## src/rtl/i2cscan_pkg.sv

```systemverilog
package i2cscan_pkg;

  localparam int ADDR_W = 7;
  localparam int BYTE_W = ADDR_W + 1;
  localparam int FRAME_W = BYTE_W + 1;

  typedef enum logic [1:0] {
    OP_IDLE,
    OP_START,
    OP_BYTE,
    OP_STOP
  } busOp_e;

  typedef enum logic [2:0] {
    SC_IDLE,
    SC_START,
    SC_ADDR,
    SC_READ,
    SC_STOP
  } scanState_e;

  // Strobes from the sweep control to the bit engine
  typedef struct packed {
    logic               goStart;
    logic               goByte;
    logic               goStop;
    logic [FRAME_W-1:0] txBits;   // nine bits, MSB first; a 1 releases SDA
  } engCmd_t;

endpackage

```

## src/rtl/i2cscan_bitengine.sv

```systemverilog
module i2cscan_bitengine
  import i2cscan_pkg::*;
#(
  parameter int QTR_CYCLES = 250
) (
  input  logic    clk,
  input  logic    rstN,
  input  engCmd_t cmd,
  input  logic    sdaIn,
  output logic    opDone,
  output logic    ackLow,
  output logic    sclOe,
  output logic    sdaOe
);

  localparam int CW = (QTR_CYCLES > 1) ? $clog2(QTR_CYCLES) : 1;
  localparam logic [CW-1:0] Q_LAST = CW'(QTR_CYCLES - 1);
  localparam logic [3:0] LAST_BIT = 4'(FRAME_W - 1);

  busOp_e             op;
  logic [CW-1:0]      qCnt;
  logic [1:0]         quarter;
  logic [3:0]         bitIdx;
  logic [FRAME_W-1:0] shiftReg;
  logic               sclHeld;
  logic               sdaHeld;

  logic qEnd;
  logic lastQ;

  assign qEnd  = (qCnt == Q_LAST);
  assign lastQ = (op == OP_BYTE) ? (quarter == 2'd3) : (quarter == 2'd2);
  assign opDone = (op != OP_IDLE) && qEnd && lastQ &&
                  ((op != OP_BYTE) || (bitIdx == LAST_BIT));

  always_ff @(posedge clk or negedge rstN) begin
    if (!rstN) begin
      op       <= OP_IDLE;
      qCnt     <= '0;
      quarter  <= 2'd0;
      bitIdx   <= 4'd0;
      shiftReg <= '1;
      sclHeld  <= 1'b0;
      sdaHeld  <= 1'b0;
      ackLow   <= 1'b0;
    end else if (op == OP_IDLE) begin
      qCnt    <= '0;
      quarter <= 2'd0;
      if (cmd.goStart) begin
        op <= OP_START;
      end else if (cmd.goByte) begin
        op       <= OP_BYTE;
        shiftReg <= cmd.txBits;
        bitIdx   <= 4'd0;
      end else if (cmd.goStop) begin
        op <= OP_STOP;
      end
    end else if (!qEnd) begin
      qCnt <= qCnt + 1'b1;
    end else begin
      qCnt <= '0;
      // sample the line in the middle of the SCL high time of the ninth bit
      if (op == OP_BYTE && quarter == 2'd1 && bitIdx == LAST_BIT) begin
        ackLow <= ~sdaIn;
      end
      if (!lastQ) begin
        quarter <= quarter + 2'd1;
      end else begin
        quarter <= 2'd0;
        if (op == OP_BYTE) begin
          shiftReg <= {shiftReg[FRAME_W-2:0], 1'b1};
          if (bitIdx == LAST_BIT) begin
            op      <= OP_IDLE;
            sclHeld <= 1'b1;
            sdaHeld <= ~shiftReg[FRAME_W-1];
          end else begin
            bitIdx <= bitIdx + 4'd1;
          end
        end else begin
          op      <= OP_IDLE;
          sclHeld <= (op == OP_START);
          sdaHeld <= (op == OP_START);
        end
      end
    end
  end

  // Open-drain line drive decoded from the quarter position
  always_comb begin
    unique case (op)
      OP_START: begin
        sclOe = (quarter == 2'd2);
        sdaOe = (quarter != 2'd0);
      end
      OP_BYTE: begin
        sclOe = (quarter == 2'd0) || (quarter == 2'd3);
        sdaOe = ~shiftReg[FRAME_W-1];
      end
      OP_STOP: begin
        sclOe = (quarter == 2'd0);
        sdaOe = (quarter != 2'd2);
      end
      default: begin
        sclOe = sclHeld;
        sdaOe = sdaHeld;
      end
    endcase
  end

endmodule

```

## src/rtl/i2cscan_control.sv

```systemverilog
module i2cscan_control
  import i2cscan_pkg::*;
(
  input  logic              clk,
  input  logic              rstN,
  input  logic              start,
  input  logic              opDone,
  input  logic              ackLow,
  output engCmd_t           cmd,
  output logic              busy,
  output logic              done,
  output logic              outValid,
  output logic [BYTE_W-1:0] outByte,
  output logic [ADDR_W-1:0] outAddr,
  output logic              outRead
);

  localparam logic [ADDR_W-1:0] LAST_ADDR = '1;

  scanState_e        state;
  logic [ADDR_W-1:0] addr;
  logic              rwBit;
  logic              waitOp;
  logic              issue;

  assign busy  = (state != SC_IDLE);
  assign issue = busy && !waitOp;

  always_comb begin
    cmd.goStart = issue && (state == SC_START);
    cmd.goByte  = issue && ((state == SC_ADDR) || (state == SC_READ));
    cmd.goStop  = issue && (state == SC_STOP);
    cmd.txBits  = (state == SC_READ) ? '1 : {addr, rwBit, 1'b1};
  end

  always_ff @(posedge clk or negedge rstN) begin
    if (!rstN) begin
      state    <= SC_IDLE;
      addr     <= '0;
      rwBit    <= 1'b0;
      waitOp   <= 1'b0;
      done     <= 1'b0;
      outValid <= 1'b0;
      outByte  <= '0;
      outAddr  <= '0;
      outRead  <= 1'b0;
    end else begin
      done     <= 1'b0;
      outValid <= 1'b0;
      if (issue) begin
        waitOp <= 1'b1;
      end
      if (state == SC_IDLE) begin
        if (start) begin
          state <= SC_START;
          addr  <= '0;
          rwBit <= 1'b0;
        end
      end else if (opDone) begin
        waitOp <= 1'b0;
        unique case (state)
          SC_START: state <= SC_ADDR;
          SC_ADDR: begin
            if (ackLow) begin
              outValid <= 1'b1;
              outByte  <= {addr, rwBit};
              outAddr  <= addr;
              outRead  <= rwBit;
            end
            state <= (ackLow && rwBit) ? SC_READ : SC_STOP;
          end
          SC_READ: state <= SC_STOP;
          SC_STOP: begin
            if (!rwBit) begin
              rwBit <= 1'b1;
              state <= SC_START;
            end else if (addr == LAST_ADDR) begin
              done  <= 1'b1;
              state <= SC_IDLE;
            end else begin
              addr  <= addr + 1'b1;
              rwBit <= 1'b0;
              state <= SC_START;
            end
          end
          default: state <= SC_IDLE;
        endcase
      end
    end
  end

endmodule

```

## src/rtl/i2c_addr_scanner.sv

```systemverilog
module i2c_addr_scanner
  import i2cscan_pkg::*;
#(
  parameter int QTR_CYCLES = 250
) (
  input  logic       clk,
  input  logic       rstN,
  input  logic       start,
  input  logic       sdaIn,
  output logic       sclOe,
  output logic       sdaOe,
  output logic       busy,
  output logic       done,
  output logic       outValid,
  output logic [7:0] outByte,
  output logic [6:0] outAddr,
  output logic       outRead
);

  engCmd_t engCmd;
  logic    opDone;
  logic    ackLow;

  i2cscan_control u_control (
    .clk      (clk),
    .rstN     (rstN),
    .start    (start),
    .opDone   (opDone),
    .ackLow   (ackLow),
    .cmd      (engCmd),
    .busy     (busy),
    .done     (done),
    .outValid (outValid),
    .outByte  (outByte),
    .outAddr  (outAddr),
    .outRead  (outRead)
  );

  i2cscan_bitengine #(
    .QTR_CYCLES (QTR_CYCLES)
  ) u_engine (
    .clk    (clk),
    .rstN   (rstN),
    .cmd    (engCmd),
    .sdaIn  (sdaIn),
    .opDone (opDone),
    .ackLow (ackLow),
    .sclOe  (sclOe),
    .sdaOe  (sdaOe)
  );

endmodule

```

## config.mk

```make
export PLATFORM = sky130hd
export DESIGN_NAME = i2c_addr_scanner
export DESIGN_NICKNAME = d
export VERILOG_FILES = /design/src/rtl/i2cscan_pkg.sv /design/src/rtl/i2cscan_bitengine.sv /design/src/rtl/i2cscan_control.sv /design/src/rtl/i2c_addr_scanner.sv
export SDC_FILE = /design/constraint.sdc
export NUM_CORES = 1
export LEC_CHECK = 0
export CORE_ASPECT_RATIO = 0.6
export CORE_MARGIN = 8
export CORE_UTILIZATION = 57
export CTS_BUF_LIST = sky130_fd_sc_hd__clkbuf_4 sky130_fd_sc_hd__clkbuf_8 sky130_fd_sc_hd__clkbuf_16
export CTS_CLUSTER_SIZE = 8
export DETAILED_ROUTE_END_ITERATION = 10
export GPL_ROUTABILITY_DRIVEN = 0
export PLACE_DENSITY = 0.89
export SLEW_MARGIN = 0
export SYNTH_ARGS = -nofsm -noshare
export SYNTH_HDL_FRONTEND = slang
export SYNTH_SLANG_ARGS = --single-unit
```

## constraint.sdc

```tcl
create_clock -name clk -period 2.6 [get_ports clk]
set_input_delay 0.52 -clock clk [delete_from_list [all_inputs] [get_ports clk]]
set_output_delay 0.52 -clock clk [all_outputs]
set_load 0.01 [all_outputs]
```

# After elaboration in Yosys (flattened, before gate mapping)
# Index checks and enable logic that the tools add are counted.
# W data, S select, Z words.
[totals] reg_bits=58 in_bits=4 output_inout_bits=21
[classes] addsub=4 n_eq_ne=23 muxes=64 n_bitwise=4 n_reduce_logical=35
[op_table] cell="$mux W9" count=7
[op_table] cell="$mux W7" count=6
[op_table] cell="$mux W4" count=7
[op_table] cell="$mux W1" count=23
[op_table] cell="$mux W2" count=11
[op_table] cell="$mux W8" count=2
[op_table] cell="$reduce_bool A2 Y1" count=8
[op_table] cell="$mux W3" count=5
[op_table] cell="$ne A2 B2 Y1 const B" count=6
[op_table] cell="$pmux W3 S4" count=1
[op_table] cell="$reduce_and A4 Y1" count=3
[op_table] cell="$logic_and A1 B1 Y1" count=10
[op_table] cell="$reduce_and A5 Y1" count=2
[op_table] cell="$add A8 B1 Y8 const B" count=1
[op_table] cell="$eq A2 B2 Y1 const B" count=4
[op_table] cell="$eq A8 B8 Y1 const B" count=1
[op_table] cell="$add A7 B1 Y7 const B" count=1
[op_table] cell="$eq A7 B7 Y1 const B" count=1
[op_table] cell="$eq A3 B2 Y1 const B" count=2
[op_table] cell="$pmux W1 S3" count=2
[op_table] cell="$reduce_and A3 Y1" count=2
[op_table] cell="$reduce_and A6 Y1" count=1
[op_table] cell="$add A4 B1 Y4 const B" count=1
[op_table] cell="$eq A2 B1 Y1 const B" count=2
[op_table] cell="14 further kinds" count=21

# Depth between registers and ports, before layout
[logic_depth] ltp_word=7 ltp_mapped=9 mapped_depth_nobuf=7

# Hierarchy
# Synthesis repeated with hierarchy kept, for this count alone.
[unflattened] hier_cells=286 hier_area_um2=2941.6
[modules_own_cells] module="i2cscan_bitengine" n_inst=1 cells_each=164 area_each_um2=1744.2 seq_area_each_um2=711.9
[modules_own_cells] module="i2cscan_control" n_inst=1 cells_each=122 area_each_um2=1197.4 seq_area_each_um2=550.5

# Worst setup path before layout
# OpenSTA, ideal clock, no wires.
[synth_path] path_kind="flip-flop to flip-flop" startpoint="register u_engine.op[0]" endpoint="register u_control.addr[5]" setup_ns=0.069 arrival_ns=2.185 setup_slack_ns=0.346 path_stages_with_launch=9 cell_sequence="dfrtp_1 -> inv_1 -> ha_1 -> clkbuf_1 -> or4b_4 -> nor3_4 -> nand2_2 -> or4_1 -> nand3_1"
[synth_between] elab_chain_len=6 word_cells_on_any_way=10 cone_classes="2 x eq/ne; 1 x mux; 7 x reduce/logical"
[synth_lines] element="start: declaration" line_no="i2cscan_bitengine.sv:20" rtl="busOp_e op;"
[synth_lines] element="start signal: assignment" line_no="i2cscan_bitengine.sv:38" rtl="op <= OP_IDLE;"
[synth_lines] element="start signal: assignment" line_no="i2cscan_bitengine.sv:50" rtl="op <= OP_START;"
[synth_lines] element="start signal: assignment" line_no="i2cscan_bitengine.sv:52" rtl="op <= OP_BYTE;"
[synth_lines] element="$eq A2 B2 Y1 / $reduce_bool A2 Y1 (equally long branches)" line_no="i2cscan_bitengine.sv:32, i2cscan_bitengine.sv:33"
[synth_lines] element="$mux W1 / $logic_and A1 B1 Y1 (equally long branches)" line_no="i2cscan_bitengine.sv:32, i2cscan_bitengine.sv:33"
[synth_lines] element="$logic_and A1 B1 Y1" line_no="i2cscan_bitengine.sv:33" rtl="assign opDone = (op != OP_IDLE) && qEnd && lastQ &&"
[synth_lines] element="$logic_and A1 B1 Y1 (*)" line_no="i2cscan_bitengine.sv:33"
[synth_lines] element="$reduce_bool A2 Y1 (no line) (*)"
[synth_lines] element="$reduce_and A5 Y1 (no line) (*)"
[synth_lines] element="end signal: assignment" line_no="i2cscan_control.sv:81" rtl="addr <= addr + 1'b1;"
[synth_lines] element="end: declaration" line_no="i2cscan_control.sv:21" rtl="logic [ADDR_W-1:0] addr;"
# Every way passes the cells marked *; elsewhere a longest branch is shown, timed or not.
# A chain may end at the register's enable or synchronous reset.

# Worst setup path after layout
[layout_path] startpoint="register u_control.state[2]" endpoint="output busy"
[layout_between] elab_chain_len=1
[layout_lines] element="start: declaration" line_no="i2cscan_control.sv:20" rtl="scanState_e state;"
[layout_lines] element="start signal: assignment" line_no="i2cscan_control.sv:70" rtl="state <= (ackLow && rwBit) ? SC_READ : SC_STOP;"
[layout_lines] element="$reduce_bool A3 Y1" line_no="i2cscan_control.sv:26" rtl="assign busy = (state != SC_IDLE);"
[layout_lines] element="end: declaration" line_no="i2c_addr_scanner.sv:12" rtl="output logic busy,"
# No other way between the ends.

==> reports/summary.txt <==
Rows: 19
Setup TNS: 0 ns
RSZ-0062 raised after global routing: no
Initial antenna violation count: 0
Final hold violation count: 0
Antenna Violating Nets Remaining: 0
CP Launch Type: register
Area Growth Syn to Fin: 16.5%
Post-synth ARST share: 100%
Sequential-to-total area share from yosys stat: 46.3%
Switching pwr: 0.000280 W
Worst Skew: 0.00987 ns
Core area: 4540 µm²
Max Fclk: 420 MHz
Slew headroom: 66.1%
Total track usage: 17.1%
Vias in the first global route: 2039
I/O pins: 25
Yosys reg bits: 49
Post-Place Cell Area: 2960 µm²
Reg2Reg Setup Slack: 0.23 ns
Total die area: 7200 µm²
Worst Path Required: 2.08 ns
Ratio of cells with drive above 1 in the final layout: 13.3%
Detailed Route Iter0 Violations: 229
FF-to-FF Start: u_engine.op[0]$_DFFE_PN0P_
CTS tree: yes
Htree depth: 2
Outcome: finished clean
Maximum VDD drop: 253 µV
Power per cell area: 438 nW/µm²
Crit path DAT: 1.86 ns
Hold-fix buffers, CTS: 0
Wirelength, routed: 5990 µm
Commonest non-fill, non-tap cell in the layout: dfrtp_1
Tmin final: 2.38 ns
Inserted Clock Buffers: 5
Mapped Avg Cell Area: 9.78 µm²
RR Endpoint: u_engine.bitIdx[0]$_DFFE_PN0P_
Tcrit/Tclk final: 91.6%
Critical path launch point: u_control.state[2]$_DFFE_PN0P_
Wire length per cell: 16.5 µm
Clock power frac: 42.2%
DRT Pass-1 Iters: 4
Flop pwr share: 55.9%
Most frequent cells in the layout: dfrtp_1 (41), nand2_1 (33), nor2_1 (23), clkdlybuf4s50_1 (21), inv_1 (16)
Mapped cell area: 2670 µm²
Hold Crit Class: input pin to async pin
Chip Height: 69 µm
Crit path capture type: primary output
Pre-CTS setup slack: 0.324 ns
Post-synth EDFFs: 0
Logic pwr share: 1.9%
Vias: 2098
Design area: 3110 µm²
Starting Density: 58.8%
YS warnings: 0
Clock root buffer: clkbuf_8
Setup WS post-layout: 0.218 ns
Sw frac: 20.6%
Max Cap Viol: 0
R2R cell count: 8
DR vias/cell: 5.78
DRC: 0
Largest net degree at the start of global routing: 50
Int Power: 0.00108 W
Die Wd: 104 µm
Max Buffers Root-to-Sink: 2
CTS sink count: 49
First-pass GRT wire length: 10200 µm
Slew @ Worst Pin: 0.506 ns
Count of cell types in the netlist: 46
CP endpoint: busy
Synthesized net count: 291
N_diodes: 0
Max FO, Critical Path: 11
Final Max Tran Viols: 0
Synth Flop Type: dfrtp_1
I/O Buffers: 24
Total Power: 0.00136 W
WS Path Type: register to primary output
Clock transition at path regs: 0.09 ns
Half-perimeter wire length after detailed placement: 4350 µm
Mapped Cells: 273
Final setup fails: 0
Final Net Count: 317
Total congestion overflow: 0
Clk_lat worst skew: 0.30 ns
Lkg Pwr: 1.40 nW
==> area by class of cell <==
class / instances / area (µm²)
flip-flops and latches: 49 / 1240
fillers: 339 / 1430
repair buffers: 35 / 335
clock buffers: 6 / 82.6
multi-input cells: 192 / 1280
well taps: 63 / 78.8
inverters: 16 / 60.1
clock inverters: 2 / 37.5
==> power by group through the flow <==
stage	Clock (W)	Sequential [W]	Combinational, W
2_1_floorplan	0	0.000777	0.00000285
3_3_place_gp	0	0.000777	0.0000265
3_5_place_dp	0	0.000777	0.0000266
4_1_cts	0.000582	0.000762	0.0000266
5_1_grt	0.000615	0.000762	0.0000296
6_report	0.000576	0.000762	0.0000255
==> cells in the mapped netlist (3+ instances only) <==
cell type | number | area share (%)
dfrtp_1 | 41 | 38
nand2_1 | 33 | 4.6
nor2_1 | 23 | 3.2
inv_1 | 16 | 2.3
ha_1 | 14 | 6.6
nand3_1 | 13 | 2.4
o21ai_0 | 13 | 2.4
buf_4 | 8 | 2.3
dfstp_2 | 8 | 7.9
mux2_1 | 8 | 3.4
a21oi_1 | 7 | 1.3
clkbuf_1 | 7 | 0.98
o22ai_1 | 7 | 1.6
o211ai_1 | 6 | 1.7
xor2_1 | 6 | 2.0
nor3_1 | 5 | 0.94
o21ai_1 | 5 | 0.94
a31oi_1 | 4 | 0.94
mux2_2 | 4 | 1.7
nor2b_1 | 4 | 0.94
or3_1 | 4 | 0.94
and3_1 | 3 | 0.70
==> timing repair <==
item | 4_1_cts | 5_1_grt
endpoints found under the hold margin | 0 | 0
setup buffers | 0 | 3
resized for setup | 0 | 4
endpoints found under the setup margin | 0 | 2
==> flip-flops by register name (all words and copies together) (netlist names), named ones only <==
| name | cells |
|---|---|
| u_engine.qCnt | 8 |
| u_engine.shiftReg | 8 |
| u_control.addr | 7 |
| u_control.outAddr | 6 |
| u_engine.bitIdx | 4 |
| u_control.state | 3 |
| u_control.outByte | 2 |
| u_engine.op | 2 |
| u_engine.quarter | 2 |
| u_control.done | 1 |
| u_control.outValid | 1 |
| u_control.rwBit | 1 |
| u_engine.ackLow | 1 |
| u_engine.sclHeld | 1 |
| u_engine.sdaHeld | 1 |
==> through the flow <==
step                      utilization, %  cells  hold slack, ns
after floorplan                        -    273           0.224
after global placement              65.1    352           0.468
after detailed placement            65.1    352           0.474
after CTS                           67.8    360           0.194
after global routing                68.5    363           0.193
final                               68.5    363           0.186
==> how the worst min path moves through the flow <==
stage / startpoint / endpoint
floorplan: rstN / async pin
global placement: u_engine.shiftReg[6]$_DFFE_PN1P_ / u_engine.shiftReg[6]$_DFFE_PN1P_
detailed placement: u_engine.shiftReg[4]$_DFFE_PN1P_ / u_engine.shiftReg[4]$_DFFE_PN1P_
CTS: rstN / u_control.outByte[7]$_DFFE_PN0P_
global route: rstN / u_control.outAddr[1]$_DFFE_PN0P_
finish: rstN / u_engine.sclHeld$_DFFE_PN0P_
==> metal layers <==
layer	vias up	GRT usage, %	part of all wire, %
li1	1006	-	-
met1	996	23.4	46
met3	9	6.59	9.4
met5	-	0	0
met2	87	23.7	43
met4	0	6.06	1.4
==> worst max-delay path, cell delays in order, from the launching register on <==
cell and delay (ns):
dfrtp_1 0.58, nor3_1 0.12, buf_4 0.18, inv_1 0.12, clkdlybuf4s50_1 0.56
==> kinds of logic after synthesis <==
logic type / count (synthesis) / synth area share, %
buf+inv: 32 / 5.91
simple gates: 102 / 19.9
mux: 13 / 5.44
compound gates: 55 / 13.3
flops: 49 / 46.3
fa+ha+maj: 14 / 6.56
xor+xnor: 8 / 2.63
(Power assumes the default switching activity.)
